$ cat src/rtl/predwalk_pkg.sv
package predwalk_pkg;

  localparam int WORD_BITS = 64;

  // strobes from the sequencer to the word datapath
  typedef struct packed {
    logic       load;
    logic       stepFirst;
    logic       stepBack;
    logic       stepFwd;
    logic       stepWrite;
    logic [1:0] idx;
  } walkStrobe_t;

  // active-bit pattern of one word for an element-size code
  function automatic logic [63:0] laneMask(input logic [1:0] esz);
    case (esz)
      2'd0:    laneMask = 64'hFFFF_FFFF_FFFF_FFFF;
      2'd1:    laneMask = 64'h5555_5555_5555_5555;
      2'd2:    laneMask = 64'h1111_1111_1111_1111;
      default: laneMask = 64'h0101_0101_0101_0101;
    endcase
  endfunction

  function automatic logic [5:0] lowestSet(input logic [63:0] w);
    lowestSet = '0;
    for (int b = 63; b >= 0; b--) if (w[b]) lowestSet = 6'(b);
  endfunction

  function automatic logic [5:0] highestSet(input logic [63:0] w);
    highestSet = '0;
    for (int b = 0; b < 64; b++) if (w[b]) highestSet = 6'(b);
  endfunction

endpackage

$ cat src/rtl/predwalk_ctrl.sv
module predwalk_ctrl
  import predwalk_pkg::*;
#(
  parameter int WORDS = 2
) (
  input  logic        clk,
  input  logic        rstN,
  input  logic        start,
  input  logic        opNext,
  output walkStrobe_t stb,
  output logic        busy,
  output logic        done,
  output logic        nextMode
);

  localparam int IDXW = (WORDS > 1) ? $clog2(WORDS) : 1;

  typedef enum logic [2:0] {S_IDLE, S_FIRST, S_BACK, S_FWD, S_WRITE} walkState_t;

  walkState_t state, stateNxt;
  logic [IDXW-1:0] cnt;
  logic lastWord;
  logic opReg;

  assign lastWord = (cnt == IDXW'(WORDS - 1));
  assign busy     = (state != S_IDLE);
  assign nextMode = opReg;

  always_comb begin
    stb           = '0;
    stb.load      = (state == S_IDLE) && start;
    stb.stepFirst = (state == S_FIRST);
    stb.stepBack  = (state == S_BACK);
    stb.stepFwd   = (state == S_FWD);
    stb.stepWrite = (state == S_WRITE);
    stb.idx       = (state == S_BACK) ? 2'(WORDS - 1 - int'(cnt)) : 2'(cnt);
  end

  always_comb begin
    stateNxt = state;
    case (state)
      S_IDLE:  if (start) stateNxt = opNext ? S_BACK : S_FIRST;
      S_FIRST: if (lastWord) stateNxt = S_IDLE;
      S_BACK:  if (lastWord) stateNxt = S_FWD;
      S_FWD:   if (lastWord) stateNxt = S_WRITE;
      S_WRITE: if (lastWord) stateNxt = S_IDLE;
      default: stateNxt = S_IDLE;
    endcase
  end

  always_ff @(posedge clk or negedge rstN) begin
    if (!rstN) begin
      state <= S_IDLE;
      cnt   <= '0;
      done  <= 1'b0;
      opReg <= 1'b0;
    end else begin
      state <= stateNxt;
      if (state == S_IDLE || lastWord) cnt <= '0;
      else cnt <= cnt + 1'b1;
      done <= ((state == S_FIRST) || (state == S_WRITE)) && lastWord;
      if (stb.load) opReg <= opNext;
    end
  end

  AST_DONE_PULSE: assert property (@(posedge clk) disable iff (!rstN)
    done |=> !done);
  AST_START_IGNORED: assert property (@(posedge clk) disable iff (!rstN)
    (busy && start) |=> $stable(opReg));

endmodule

$ cat src/rtl/predwalk_dp.sv
module predwalk_dp
  import predwalk_pkg::*;
#(
  parameter int PRED_BITS = 128
) (
  input  logic                 clk,
  input  logic                 rstN,
  input  walkStrobe_t          stb,
  input  logic [PRED_BITS-1:0] govPred,
  input  logic [PRED_BITS-1:0] curPred,
  input  logic [1:0]           eltSize,
  output logic [PRED_BITS-1:0] resPred,
  output logic                 flagN,
  output logic                 flagZ,
  output logic                 flagC
);

  localparam int WORDS = PRED_BITS / WORD_BITS;
  localparam int POSW  = $clog2(PRED_BITS) + 1;

  logic [63:0] gWord [WORDS];
  logic [63:0] dWord [WORDS];
  logic [1:0]  eszR;
  logic        lastHit, nextHit, seen;
  logic [POSW-1:0] lastPos, nextPos, startPos, eltBits;

  logic [63:0] gSel, dSel, mask, geMask, newD, gFlag, dAct, gCand;
  logic [5:0]  hiD, loG, loFirst, gLo, gHi;
  logic        nN, nZ, nC, nSeen;

  always_comb begin
    gSel = '0;
    dSel = '0;
    for (int w = 0; w < WORDS; w++) begin
      if (w == int'(stb.idx)) begin
        gSel = gWord[w];
        dSel = dWord[w];
      end
    end
  end

  assign mask     = laneMask(eszR);
  assign eltBits  = POSW'(1) << eszR;
  assign startPos = lastHit ? (lastPos + eltBits) : '0;

  always_comb begin
    for (int b = 0; b < 64; b++)
      geMask[b] = (int'(stb.idx) * 64 + b) >= int'(startPos);
  end

  assign dAct    = dSel & mask;
  assign gCand   = gSel & mask & geMask;
  assign hiD     = highestSet(dAct);
  assign loG     = lowestSet(gCand);
  assign loFirst = lowestSet(gSel);

  // new word for the writing passes and the G view used for flags
  always_comb begin
    if (stb.stepFirst) begin
      gFlag = gSel;
      newD  = ((gSel != '0) && !seen) ? (dSel | (64'd1 << loFirst)) : dSel;
    end else begin
      gFlag = gSel & mask;
      newD  = (nextHit && (int'(nextPos >> 6) == int'(stb.idx)))
              ? (64'd1 << nextPos[5:0]) : '0;
    end
  end

  assign gLo = lowestSet(gFlag);
  assign gHi = highestSet(gFlag);

  always_comb begin
    nN    = flagN;
    nZ    = flagZ;
    nC    = flagC;
    nSeen = seen;
    if (gFlag != '0) begin
      if (!seen) begin
        nN    = newD[gLo];
        nSeen = 1'b1;
      end
      if ((newD & gFlag) != '0) nZ = 1'b0;
      nC = !newD[gHi];
    end
  end

  always_ff @(posedge clk or negedge rstN) begin
    if (!rstN) begin
      for (int w = 0; w < WORDS; w++) begin
        gWord[w] <= '0;
        dWord[w] <= '0;
      end
      eszR    <= '0;
      lastHit <= 1'b0;
      nextHit <= 1'b0;
      lastPos <= '0;
      nextPos <= '0;
      seen    <= 1'b0;
      flagN   <= 1'b0;
      flagZ   <= 1'b1;
      flagC   <= 1'b1;
    end else if (stb.load) begin
      for (int w = 0; w < WORDS; w++) begin
        gWord[w] <= govPred[w*WORD_BITS +: WORD_BITS];
        dWord[w] <= curPred[w*WORD_BITS +: WORD_BITS];
      end
      eszR    <= eltSize;
      lastHit <= 1'b0;
      nextHit <= 1'b0;
      lastPos <= '0;
      nextPos <= '0;
      seen    <= 1'b0;
      flagN   <= 1'b0;
      flagZ   <= 1'b1;
      flagC   <= 1'b1;
    end else begin
      if (stb.stepBack && !lastHit && (dAct != '0)) begin
        lastHit <= 1'b1;
        lastPos <= POSW'(int'(stb.idx) * 64 + int'(hiD));
      end
      if (stb.stepFwd && !nextHit && (gCand != '0)) begin
        nextHit <= 1'b1;
        nextPos <= POSW'(int'(stb.idx) * 64 + int'(loG));
      end
      if (stb.stepFirst || stb.stepWrite) begin
        for (int w = 0; w < WORDS; w++)
          if (w == int'(stb.idx)) dWord[w] <= newD;
        flagN <= nN;
        flagZ <= nZ;
        flagC <= nC;
        seen  <= nSeen;
      end
    end
  end

  for (genvar w = 0; w < WORDS; w++) begin : gOut
    assign resPred[w*WORD_BITS +: WORD_BITS] = dWord[w];
  end

  AST_Z_IMPLIES_C: assert property (@(posedge clk) disable iff (!rstN)
    flagZ |-> flagC);
  AST_N_EXCLUDES_Z: assert property (@(posedge clk) disable iff (!rstN)
    flagN |-> !flagZ);
  AST_LOAD_CLEARS_FLAGS: assert property (@(posedge clk) disable iff (!rstN)
    stb.load |=> (!flagN && flagZ && flagC));

endmodule

$ cat src/rtl/pred_walk.sv
module pred_walk
  import predwalk_pkg::*;
#(
  parameter int PRED_BITS = 128
) (
  input  logic                 clk,
  input  logic                 rstN,
  input  logic                 start,
  input  logic                 opNext,
  input  logic [1:0]           eltSize,
  input  logic [PRED_BITS-1:0] govPred,
  input  logic [PRED_BITS-1:0] curPred,
  output logic [PRED_BITS-1:0] resPred,
  output logic                 flagN,
  output logic                 flagZ,
  output logic                 flagC,
  output logic                 flagV,
  output logic                 busy,
  output logic                 done
);

  localparam int WORDS = PRED_BITS / WORD_BITS;

  walkStrobe_t stb;
  logic nextMode;

  predwalk_ctrl #(.WORDS(WORDS)) uCtrl (
    .clk(clk), .rstN(rstN), .start(start), .opNext(opNext),
    .stb(stb), .busy(busy), .done(done), .nextMode(nextMode)
  );

  predwalk_dp #(.PRED_BITS(PRED_BITS)) uDp (
    .clk(clk), .rstN(rstN), .stb(stb), .govPred(govPred), .curPred(curPred),
    .eltSize(eltSize), .resPred(resPred),
    .flagN(flagN), .flagZ(flagZ), .flagC(flagC)
  );

  assign flagV = 1'b0;

  AST_NEXT_ONEHOT: assert property (@(posedge clk) disable iff (!rstN)
    (done && nextMode) |-> $onehot0(resPred));

endmodule

$ cat config.mk
export PLATFORM = sky130hd
export DESIGN_NAME = pred_walk
export DESIGN_NICKNAME = d
export VERILOG_FILES = /design/src/rtl/predwalk_pkg.sv /design/src/rtl/predwalk_ctrl.sv /design/src/rtl/predwalk_dp.sv /design/src/rtl/pred_walk.sv
export SDC_FILE = /design/constraint.sdc
export NUM_CORES = 1
export LEC_CHECK = 0
export ABC_AREA = 1
export ABC_CLOCK_PERIOD_IN_PS = 14420
export BUFFER_PORTS_ARGS = -buffer_cell sky130_fd_sc_hd__buf_4
export CAP_MARGIN = 5
export CORE_ASPECT_RATIO = 1.4
export CORE_MARGIN = 2
export CORE_UTILIZATION = 40
export DETAILED_ROUTE_END_ITERATION = 10
export PLACE_DENSITY = 0.7
export SETUP_SLACK_MARGIN = 0.1
export SLEW_MARGIN = 15
export SYNTH_ARGS = -nofsm -noshare
export SYNTH_HDL_FRONTEND = slang
export SYNTH_SLANG_ARGS = --single-unit
$ cat constraint.sdc
create_clock -name clk -period 14.42 [get_ports clk]
set_clock_uncertainty 0.05 [all_clocks]
set_input_delay 0.721 -clock clk [delete_from_list [all_inputs] [get_ports clk]]
set_output_delay 0.721 -clock clk [all_outputs]
set_load 0.05 [all_outputs]
==> impl_metrics.env <==
export IMPL_dieArea_um2=57100
export IMPL_cpMostUsedCell="nand2_1"
export IMPL_dr_pass1_iters=6
export IMPL_ys_flop_type="dfrtp_1"
export IMPL_synth_top_area_cell="dfrtp_1"
export IMPL_syn_area_per_cell_um2=6.01
export IMPL_cts_root_buf="clkbuf_16"
export IMPL_ant_nets=0
export IMPL_drc=0
export IMPL_track_usage=0.351
export IMPL_post_drt_wl_per_cell_um=21.8
export IMPL_hold_viol_final=0
export IMPL_die_h_um=282
export IMPL_drt_iter0_drc=2245
export IMPL_synthTopCellsByCount="nand2_1 (1376), inv_1 (392), nor2_1 (374), dfrtp_1 (281), o21ai_0 (267)"
export IMPL_final_area_um2=26700
export IMPL_min_period_ns=8.65
export IMPL_cts_buffer_depth=3
export IMPL_grt_pass1_vias=24762
export IMPL_synthToLayoutAreaGrowth_pct=20.8
export IMPL_cts_tree="yes"
export IMPL_clock_latency_ns=0.61
export IMPL_rows=101
export IMPL_yosys_cell_count_top_type="nand2_1"
export IMPL_antenna_found_initial=2
export IMPL_synth_fp_nets=3943
export IMPL_drive_gt1_frac=0.149
export IMPL_avgViaCountPerCell=5.47
export IMPL_critPathLaunchType="register"
export IMPL_io_buffer_count=394
export IMPL_crit_fanout=42
export IMPL_numCtsBuffers=29
export IMPL_routabilityCongestion=1.07
export IMPL_ys_types=53
export IMPL_dp_hpwl_um=80700
export IMPL_wirelength_um=103000
export IMPL_drv_slew=0
export IMPL_place_area_um2=25600
export IMPL_cap_violations=0
export IMPL_setup_viol=0
export IMPL_postLayoutCoreUtil=0.490
export IMPL_synth_edf_count=0
export IMPL_critPathMaxStageDelay_ns=0.64
export IMPL_cp_arrival_ns=9.09
export IMPL_start_util=0.406
export IMPL_ys_seq_area_frac=0.321
export IMPL_crit_type="reg -> reg"
export IMPL_fmax_ghz=0.116
export IMPL_finalCritPeriodShare=0.600
export IMPL_async_reset_ff_frac=1.00
export IMPL_synth_area_leaders="dfrtp_1 (32%), nand2_1 (23%), inv_1 (6.7%)"
export IMPL_route_vias_total=25825
export IMPL_worst_pin_slew_ns=1.19
export IMPL_grt_max_degree=109
export IMPL_overflow=0
export IMPL_cp_end_kind="register"
export IMPL_yosys_register_bits=283
export IMPL_io_pins=396
export IMPL_synth_top_area_share=0.319
export IMPL_yosysWarningCount=0
export IMPL_syn_area_um2=22100
export IMPL_die_x_um=202
export IMPL_maxSlewHeadroom=0.197
export IMPL_cts_hold_buf=0
export IMPL_clock_sinks=283
export IMPL_critPathSlowestCell="o21bai_1"
export IMPL_hold_path_class="in -> async"
export IMPL_grt_pass1_wl_um=151000
export IMPL_synthCells=3673
export IMPL_clk_pin_slew_worst_paths_ns=0.06
export IMPL_setup_tns_ns=0
export IMPL_postCtsSetupBuffers=0
export IMPL_status="completed"
export IMPL_htree_num_levels=1
export IMPL_core_area_um2=54300
export IMPL_required_ns=14.86
export IMPL_final_nets=4243
export IMPL_cts_resized=0
export IMPL_rsz0062_at_grt="false"
flip-flops by register name, summed over array words and instances (netlist names):
name and flops:
uDp.eszR 2, uDp.gWord 128, uDp.seen 1, uCtrl.cnt 1
uDp.lastPos 7, uDp.flagN 1, uDp.nextHit 1, uDp.flagZ 1
uDp.nextPos 7, uDp.flagC 1, uCtrl.state 3, uDp.resPred 128
uCtrl.done 1, uDp.lastHit 1
metrics by stage:
step	hold slack [ns]	setup WS, ns	instances
finish	0.143	5.77	4719
CTS	0.166	6.03	4717
floorplan	0.375	7.77	3673
detailed placement	0.396	6.08	4663
global route	0.207	4.91	4719
global placement	0.387	6.04	4663
worst paths after layout:
| check | cells after the start | to | from | slack (ns) |
|---|---|---|---|---|
| worst max-delay path | 82 | uDp.nextPos[0] | uDp.eszR[1] | 5.77 |
| worst min-delay path | 1 | uDp.gWord[97] | rstN | 0.14 |
| worst max register to register | 82 | uDp.nextPos[0] | uDp.eszR[1] | 5.77 |
| worst min register to register | 2 | uDp.gWord[7] | uDp.gWord[7] | 0.42 |
| max in group asynchronous | 3 | uDp.resPred[71] | rstN | 12.09 |
| min in group clk | 3 | uDp.gWord[16] | govPred[80] | 0.26 |
critical path, delay by kind of cell (launching register included):
family / cells / cell delay [ns]
compound gates: 5 / 1.48
flops: 1 / 0.36
fa+ha+maj: 3 / 0.95
simple gates: 66 / 3.90
buf+inv: 8 / 1.79
layout make-up:
type | count | area (um^2)
fillers | 5841 | 27700
inverters | 408 | 1540
repair buffers | 436 | 3280
flip-flops and latches | 283 | 7080
clock buffers | 39 | 813
clock inverters | 15 | 234
multi-input cells | 2815 | 12800
diodes | 2 | 5.00
well taps | 721 | 902
cells by family (layout without fill, tap and decap cells):
group | Yosys count | count (layout) | share of synthesized area
AO/OA/AOI/OAI | 640 | 640 | 0.157
buffers and inverters | 575 | 898 | 0.102
other | 1 | 3 | 0.000170
adder cells (fa/ha/maj) | 8 | 8 | 0.00488
multiplexers | 59 | 59 | 0.0268
flip-flops | 283 | 283 | 0.321
AND/OR/NAND/NOR | 2107 | 2107 | 0.388
layout by cell type (no fill, tap or decap), types with 7 or more instances in the layout:
cell type and instances:
a31oi_1 20, mux2i_1 59, o211ai_1 21, o21ai_0 266
clkinv_1 8, or2_2 54, nand2_1 1376, o21ai_1 24
o31ai_1 7, o2111ai_1 15, nor2_1 370, nor3_1 27
clkbuf_16 29, inv_2 7, nor2_2 14, nand3_1 219
dfrtp_1 281, inv_1 391, a21oi_1 248, buf_4 435
nand4_1 19
metal layers:
metal / global-route usage / up-vias / wire [um]
met5: 0 / - / 0
met4: 0.281 / 0 / 9670
met3: 0.0485 / 390 / 6700
met2: 0.605 / 1192 / 49600
met1: 0.387 / 11979 / 37000
li1: - / 12264 / -
Power is not shown: default switching activity piles up to over one toggle a cycle in this logic, so the estimate is an artifact.
